--- src/rtl/spi_link_pkg.sv ---
// Shared constants for the serial link controller: register select codes,
// control/status bit positions and the divider ratio lookup.
package spi_link_pkg;

    localparam logic [1:0] SEL_CTRL = 2'd0;
    localparam logic [1:0] SEL_STAT = 2'd1;
    localparam logic [1:0] SEL_DATA = 2'd2;

    localparam int CTL_EN     = 0;
    localparam int CTL_MSTR   = 1;
    localparam int CTL_IE     = 2;
    localparam int CTL_DIV_LO = 3;

    localparam int ST_DONE = 0;
    localparam int ST_COL  = 1;

    localparam int MAX_DIV = 128;

    // System clocks per serial clock period for each divider select code.
    function automatic int div_ratio(input logic [1:0] sel);
        case (sel)
            2'd0:    return 4;
            2'd1:    return 16;
            2'd2:    return 64;
            default: return 128;
        endcase
    endfunction

endpackage

--- src/rtl/spi_link_sync.sv ---
// Multi-stage synchronizer for asynchronous pin levels.
// Assumes inputs change slowly relative to clk; each bit is synchronized alone.
module spi_link_sync #(
    parameter int              WIDTH   = 1,
    parameter int              STAGES  = 2,
    parameter logic [WIDTH-1:0] RST_VAL = '0
) (
    input  logic             clk,
    input  logic             rst_n,
    input  logic [WIDTH-1:0] d_i,
    output logic [WIDTH-1:0] q_o
);

    logic [WIDTH-1:0] chain [STAGES];

    genvar g;
    generate
        for (g = 0; g < STAGES; g++) begin : g_stage
            // Stage g: capture the previous stage (or the pin for stage 0).
            always_ff @(posedge clk) begin
                if (!rst_n) begin
                    chain[g] <= RST_VAL;
                end else if (g == 0) begin
                    chain[g] <= d_i;
                end else begin
                    chain[g] <= chain[(g == 0) ? 0 : g - 1];
                end
            end
        end
    endgenerate

    assign q_o = chain[STAGES-1];

endmodule

--- src/rtl/spi_link_clkdiv.sv ---
// Serial clock generator for master mode.
// While run_i is high the clock toggles every ratio/2 system clocks; it idles
// low otherwise. rise_o / fall_o mark the cycle whose edge makes that toggle.
module spi_link_clkdiv
    import spi_link_pkg::*;
#(
    parameter int MAX_RATIO = MAX_DIV
) (
    input  logic       clk,
    input  logic       rst_n,
    input  logic       run_i,
    input  logic [1:0] div_sel_i,
    output logic       sck_o,
    output logic       rise_o,
    output logic       fall_o
);

    localparam int MAX_HALF = MAX_RATIO / 2;
    localparam int CW       = $clog2(MAX_HALF);

    logic [CW-1:0] cnt_q;
    logic [CW-1:0] half_m1;
    logic          wrap;

    // Last count value of one half period for the chosen ratio.
    assign half_m1 = CW'(div_ratio(div_sel_i) / 2 - 1);
    assign wrap    = run_i && (cnt_q == half_m1);

    // Half-period counter and clock toggle.
    always_ff @(posedge clk) begin
        if (!rst_n || !run_i) begin
            cnt_q <= '0;
            sck_o <= 1'b0;
        end else if (wrap) begin
            cnt_q <= '0;
            sck_o <= ~sck_o;
        end else begin
            cnt_q <= cnt_q + 1'b1;
        end
    end

    assign rise_o = wrap && !sck_o;
    assign fall_o = wrap && sck_o;

endmodule

--- src/rtl/spi_link_shifter.sv ---
// Single shift register shared by both roles, MSB first.
// Samples the incoming bit on sample_en and shifts it in on shift_en; the
// byte is complete on the W-th shift. load has priority over abort.
module spi_link_shifter #(
    parameter int W = 8
) (
    input  logic         clk,
    input  logic         rst_n,
    input  logic         load_i,
    input  logic [W-1:0] load_data_i,
    input  logic         sample_en_i,
    input  logic         sample_bit_i,
    input  logic         shift_en_i,
    input  logic         abort_i,
    output logic         tx_bit_o,
    output logic [W-1:0] rx_byte_o,
    output logic         byte_done_o,
    output logic         in_frame_o
);

    localparam int              CNT_W = $clog2(W);
    localparam logic [CNT_W-1:0] LAST  = CNT_W'(W - 1);

    logic [W-1:0]     sh_q;
    logic             smp_q;
    logic             half_q;
    logic [CNT_W-1:0] bcnt_q;

    // Shift register, sampled bit and bit counter.
    always_ff @(posedge clk) begin
        if (!rst_n) begin
            sh_q   <= '0;
            smp_q  <= 1'b0;
            half_q <= 1'b0;
            bcnt_q <= '0;
        end else if (load_i) begin
            sh_q   <= load_data_i;
            half_q <= 1'b0;
            bcnt_q <= '0;
        end else if (abort_i) begin
            half_q <= 1'b0;
            bcnt_q <= '0;
        end else begin
            if (sample_en_i) begin
                smp_q  <= sample_bit_i;
                half_q <= 1'b1;
            end
            if (shift_en_i) begin
                sh_q   <= {sh_q[W-2:0], smp_q};
                half_q <= 1'b0;
                bcnt_q <= (bcnt_q == LAST) ? '0 : bcnt_q + 1'b1;
            end
        end
    end

    assign tx_bit_o    = sh_q[W-1];
    assign rx_byte_o   = {sh_q[W-2:0], smp_q};
    assign byte_done_o = shift_en_i && !load_i && !abort_i && (bcnt_q == LAST);
    assign in_frame_o  = half_q || (bcnt_q != '0);

endmodule

--- src/rtl/spi_link_ctrl.sv ---
// Serial link controller top: registers, role control, mode-fault detection,
// receive holding buffer and pin direction overrides.
// Assumes in slave mode the incoming clock is at least 4x slower than clk.
module spi_link_ctrl
    import spi_link_pkg::*;
#(
    parameter int DATA_W      = 8,
    parameter int SYNC_STAGES = 2
) (
    input  logic              clk,
    input  logic              rst_n,
    input  logic [1:0]        reg_sel,
    input  logic              reg_wr,
    input  logic              reg_rd,
    input  logic [DATA_W-1:0] reg_wdata,
    output logic [DATA_W-1:0] reg_rdata,
    input  logic              glob_irq_en,
    output logic              irq_o,
    input  logic              usr_mosi_dir,
    input  logic              usr_miso_dir,
    input  logic              usr_sck_dir,
    input  logic              usr_ss_dir,
    input  logic              mosi_i,
    output logic              mosi_o,
    output logic              mosi_oe,
    input  logic              miso_i,
    output logic              miso_o,
    output logic              miso_oe,
    input  logic              sck_i,
    output logic              sck_o,
    output logic              sck_oe,
    input  logic              ss_i,
    output logic              ss_oe
);

    localparam int CTL_USED = CTL_DIV_LO + 2;

    logic              en_q, mstr_q, ie_q;
    logic [1:0]        div_q;
    logic              done_q, col_q, armed_q;
    logic              m_busy_q;
    logic [DATA_W-1:0] rx_buf_q;
    logic              sck_s, ss_s, sck_d;

    logic wr_ctrl, wr_data, rd_data, rd_stat;
    logic is_master, is_slave, ss_active, fault;
    logic sl_rise, sl_fall;
    logic div_rise, div_fall, div_sck;
    logic sh_load, sh_abort, sh_done, sh_tx, in_frame;
    logic [DATA_W-1:0] sh_rx;
    logic busy_any, done_evt, flag_clr;
    logic unused_wbits;

    assign unused_wbits = ^reg_wdata[DATA_W-1:CTL_USED];

    // Register strobes.
    assign wr_ctrl = reg_wr && (reg_sel == SEL_CTRL);
    assign wr_data = reg_wr && (reg_sel == SEL_DATA);
    assign rd_data = reg_rd && (reg_sel == SEL_DATA);
    assign rd_stat = reg_rd && (reg_sel == SEL_STAT);

    spi_link_sync #(
        .WIDTH  (2),
        .STAGES (SYNC_STAGES),
        .RST_VAL(2'b10)
    ) u_sync (
        .clk  (clk),
        .rst_n(rst_n),
        .d_i  ({ss_i, sck_i}),
        .q_o  ({ss_s, sck_s})
    );

    // Previous synchronized clock level for slave edge detection.
    always_ff @(posedge clk) begin
        if (!rst_n) sck_d <= 1'b0;
        else        sck_d <= sck_s;
    end

    assign is_master = en_q && mstr_q;
    assign is_slave  = en_q && !mstr_q;
    assign ss_active = is_slave && !ss_s;
    assign fault     = is_master && !usr_ss_dir && !ss_s;
    assign sl_rise   = ss_active && sck_s && !sck_d;
    assign sl_fall   = ss_active && !sck_s && sck_d;

    spi_link_clkdiv #(
        .MAX_RATIO(MAX_DIV)
    ) u_div (
        .clk      (clk),
        .rst_n    (rst_n),
        .run_i    (m_busy_q),
        .div_sel_i(div_q),
        .sck_o    (div_sck),
        .rise_o   (div_rise),
        .fall_o   (div_fall)
    );

    assign busy_any = is_master ? m_busy_q : (ss_active && in_frame);
    assign sh_load  = wr_data && !busy_any;
    assign sh_abort = fault || !en_q || (is_slave && ss_s);

    spi_link_shifter #(
        .W(DATA_W)
    ) u_shift (
        .clk         (clk),
        .rst_n       (rst_n),
        .load_i      (sh_load),
        .load_data_i (reg_wdata),
        .sample_en_i (is_master ? div_rise : sl_rise),
        .sample_bit_i(is_master ? miso_i : mosi_i),
        .shift_en_i  (is_master ? div_fall : sl_fall),
        .abort_i     (sh_abort),
        .tx_bit_o    (sh_tx),
        .rx_byte_o   (sh_rx),
        .byte_done_o (sh_done),
        .in_frame_o  (in_frame)
    );

    assign done_evt = sh_done && (is_master ? m_busy_q : ss_active);
    assign flag_clr = armed_q && (wr_data || rd_data);

    // Control register; a mode fault overrides any master-bit write.
    always_ff @(posedge clk) begin
        if (!rst_n) begin
            en_q   <= 1'b0;
            mstr_q <= 1'b0;
            ie_q   <= 1'b0;
            div_q  <= '0;
        end else begin
            if (wr_ctrl) begin
                en_q   <= reg_wdata[CTL_EN];
                mstr_q <= reg_wdata[CTL_MSTR];
                ie_q   <= reg_wdata[CTL_IE];
                div_q  <= reg_wdata[CTL_DIV_LO +: 2];
            end
            if (fault) mstr_q <= 1'b0;
        end
    end

    // Master transfer-in-progress state.
    always_ff @(posedge clk) begin
        if (!rst_n || !is_master || fault) m_busy_q <= 1'b0;
        else if (sh_load)                  m_busy_q <= 1'b1;
        else if (sh_done)                  m_busy_q <= 1'b0;
    end

    // Status flags and the read-status-then-access clear sequence.
    always_ff @(posedge clk) begin
        if (!rst_n) begin
            done_q  <= 1'b0;
            col_q   <= 1'b0;
            armed_q <= 1'b0;
        end else begin
            if (done_evt || fault)          done_q <= 1'b1;
            else if (flag_clr)              done_q <= 1'b0;
            if (wr_data && busy_any)        col_q  <= 1'b1;
            else if (flag_clr)              col_q  <= 1'b0;
            if (rd_stat && (done_q || col_q)) armed_q <= 1'b1;
            else if (flag_clr)              armed_q <= 1'b0;
        end
    end

    // Receive holding buffer, overwritten by every completed byte.
    always_ff @(posedge clk) begin
        if (!rst_n)        rx_buf_q <= '0;
        else if (done_evt) rx_buf_q <= sh_rx;
    end

    // Register read mux.
    always_comb begin
        reg_rdata = '0;
        case (reg_sel)
            SEL_CTRL: begin
                reg_rdata[CTL_EN]            = en_q;
                reg_rdata[CTL_MSTR]          = mstr_q;
                reg_rdata[CTL_IE]            = ie_q;
                reg_rdata[CTL_DIV_LO +: 2]   = div_q;
            end
            SEL_STAT: begin
                reg_rdata[ST_DONE] = done_q;
                reg_rdata[ST_COL]  = col_q;
            end
            SEL_DATA: reg_rdata = rx_buf_q;
            default:  reg_rdata = '0;
        endcase
    end

    // Pin direction overrides by role.
    always_comb begin
        mosi_oe = usr_mosi_dir;
        miso_oe = usr_miso_dir;
        sck_oe  = usr_sck_dir;
        ss_oe   = usr_ss_dir;
        if (is_master) begin
            miso_oe = 1'b0;
        end else if (is_slave) begin
            mosi_oe = 1'b0;
            sck_oe  = 1'b0;
            ss_oe   = 1'b0;
            miso_oe = usr_miso_dir && !ss_s;
        end
    end

    assign mosi_o = sh_tx;
    assign miso_o = sh_tx;
    assign sck_o  = div_sck;
    assign irq_o  = done_q && ie_q && glob_irq_en;

endmodule

--- config.mk ---
export PLATFORM = sky130hd
export DESIGN_NAME = spi_link_ctrl
export DESIGN_NICKNAME = d
export VERILOG_FILES = /design/src/rtl/spi_link_pkg.sv /design/src/rtl/spi_link_sync.sv /design/src/rtl/spi_link_clkdiv.sv /design/src/rtl/spi_link_shifter.sv /design/src/rtl/spi_link_ctrl.sv
export SDC_FILE = /design/constraint.sdc
export NUM_CORES = 1
export LEC_CHECK = 0
export BUFFER_PORTS_ARGS = -buffer_cell sky130_fd_sc_hd__buf_2
export CORE_MARGIN = 10
export CORE_UTILIZATION = 55
export DETAILED_ROUTE_END_ITERATION = 8
export PLACE_DENSITY = 0.85
export REMOVE_ABC_BUFFERS = 1
export SYNTH_ARGS = -nofsm -noshare
export SYNTH_HDL_FRONTEND = slang
export SYNTH_SLANG_ARGS = --single-unit
--- constraint.sdc ---
create_clock -name clk -period 3.2 [get_ports clk]
set_input_delay 0.8 -clock clk [delete_from_list [all_inputs] [get_ports clk]]
set_output_delay 0.8 -clock clk [all_outputs]
set_load 0.005 [all_outputs]
==> out/metrics.cfg <==
[status]
status = finished, final reports clean

[placement]
hpwl_mm = 3.555
gp_congestion = 0.8385
dpl_worst_slack_ns = 0.5565
io_buffer_count = 38
placed_cells = 306

[die]
die_h_um = 82.41
rows = 22
start_util_pct = 57.64
ios = 39
core_um2 = 3716
die_x_um = 82.41
die_area_um2 = 6791

[grt]
grt_pass1_vias = 1659
grt_overflow = 0
antenna_found_initial = 0
grt_pass1_wl_mm = 7.803
grt_use_total_pct = 14.74
grt_max_degree = 44

[timing]
relSlewSlack_pct = 54.22
final_hold_viol_count = 0
setup_violations = 0
slew_violations = 0
fin_crit_ns = 2.717
tightest_slew_ns = 0.6867
tns_ns = 0
fin_ws_ns = 0.4833
rsz0062_at_grt = no
clock_skew_ns = 0.004962
min_period_over_period_pct = 84.90
clock.fmax_mhz = 368.1

[cells_and_area]
fillers = 319
area_growth_pct = 13.79
fin_nets = 293
antennaDiodeCount = 0
finalNonFillerCells = 314
layout-drive-gt1-share_pct = 22.93

[worst_setup_path]
path_class = flip-flop to flip-flop
worstPathMaxFanout = 10
slowest_stage = and3b_1
path_buf_inv = 0
critPathTopFamily = simple AND/OR/NAND/NOR gates
path_cells = or2_2 -> ha_1 -> xor2_1 -> o2111ai_2 -> o21a_4 -> and3b_1 -> mux2i_1
cp.arrival_ns = 2.94
slowest_delay_ns = 0.63
cp.required_ns = 3.43
cp-start-kind = flip-flop
cp-end-kind = flip-flop

[synthesis]
ys.flop_type = dfxtp_1
yosys-top-cells-count = 42 x dfxtp_1, 27 x nand2_1, 21 x mux2i_1
ys_ff_latch = 42
synthArstFlopShare_pct = 0
yosysMostFrequentCell = dfxtp_1
synth-seq-area-share_pct = 39.25
synth_area_leader_cell = dfxtp_1
avgSynthCellArea_um2 = 9.233
yosysUniqueCellTypes = 46
yosys_warnings = 0
synth.top_cell.area_share_pct = 39.25
syn_area_um2 = 2142
synth_area_leaders = dfxtp_1 39%, mux2i_1 9.8%, nand2_1 4.7%, mux2_2 3.7%, nand3_1 3.5%
syn-instance-count = 232
synth-edff-count = 0

[clock_network]
clock_path_buffers = 2
cts_htree_levels = 2
cts_hold_buffers = 0
cts_setup_buffers = 0
cts_buffers = 5
cts_resized = 0
cts_tree = yes
cts_sinks = 42
clk_latency_ns = 0.30
clkSlewWorstSetupHoldPaths_ns = 0.08
cts_root_buf = clkbuf_8

[detailed_routing]
drt_wl_total_mm = 4.892
drc = 0
drtIter0Drc = 88
dr.pass1.iters = 4
ant_nets = 0
avgViaCountPerCell = 5.494
wire_per_inst_um = 15.58
vias = 1725

[min_path]
hold_class = flip-flop to flip-flop

[pwr]
p_per_area_nw_per_um2 = 421.1
ir_drop_mv = 0.3003
p_leak_nw = 1.026

[run]
maxCapViolCount = 0

==> cell type report <==
type	instances	area [um^2]	area share [%]
multi-input combinational	172	1210	49.64
sequential	42	840.8	34.50
timing repair buffer	39	197.7	8.111
clock buffer	6	72.57	2.977
tap	48	60.06	2.464
clock inverter	2	37.54	1.540
inverter	5	18.77	0.7700
==> layout by cell type, fill, tap and decap left out, types with 3 or more instances in the layout <==
cell,n
nand3_1,15
nor3b_1,3
dfxtp_1,42
nor2b_1,5
nand2_1,27
ha_1,5
inv_1,5
mux2_2,7
o21ai_0,9
buf_2,38
nand3b_1,3
nor2_1,14
nand2b_1,5
o21ai_1,5
xor2_1,5
clkbuf_8,5
and2_1,11
a21oi_1,3
mux2i_1,21
==> power breakdown <==
part / switching (mW) / internal [mW]
Combinational: 0.0373 / 0.0336
Clock: 0.187 / 0.233
Sequential: 0.00727 / 0.528
==> cell families (layout without fill, tap and decap cells) <==
kind of cell	count (synthesis)	after routing	share of synthesized area [%]
compound gates	36	36	13.55
simple gates	96	96	23.66
mux	28	28	13.49
buf+inv	18	52	4.264
fa+ha+maj	5	5	2.921
xor+xnor	7	7	2.862
flops	42	42	39.25
==> layer usage <==
layer | part of all wire [%] | track usage (%) | up-vias
li1 | - | - | 867
met1 | 45 | 17.96 | 808
met2 | 47 | 23.56 | 44
met3 | 5.9 | 4.320 | 6
met4 | 1.7 | 6.463 | 0
met5 | 0 | 0 | -
==> sequential cells by signal, summed over array words and instances, names as in the netlist, 2 cells and up <==
name / flops
u_shift.sh_q: 8
rx_buf_q: 8
u_div.cnt_q: 6
u_sync.chain: 4
div_q: 2
u_shift.bcnt_q: 3
==> path summary, 6_finish.rpt <==
check | cells past startpoint | to | slack [ns] | from
min | 1 | u_sync.chain[1][1]$_SDFF_PN1_ | 0.42 | u_sync.chain[0][1]$_SDFF_PN1_
max | 7 | rx_buf_q[3]$_SDFFE_PN0P_ | 0.48 | div_q[1]$_SDFFE_PN0P_
min reg2reg | 1 | u_sync.chain[1][1]$_SDFF_PN1_ | 0.42 | u_sync.chain[0][1]$_SDFF_PN1_
max reg2reg | 7 | rx_buf_q[3]$_SDFFE_PN0P_ | 0.48 | div_q[1]$_SDFFE_PN0P_
==> per-stage QoR <==
stage / hold WS, ns / total power, mW / util (%) / cell area, um^2
CTS: 0.4300 / 1.027 / 65.59 / 2437
global placement: 0.3892 / 0.6166 / 62.63 / 2327
floorplan: 0.3863 / 0.5798 / - / 2069
global route: 0.4505 / 1.064 / 65.59 / 2437
finish: 0.4244 / 1.026 / 65.59 / 2437
detailed placement: 0.4084 / 0.6185 / 62.63 / 2327
No activity file was read; power rests on OpenSTA's default activity.
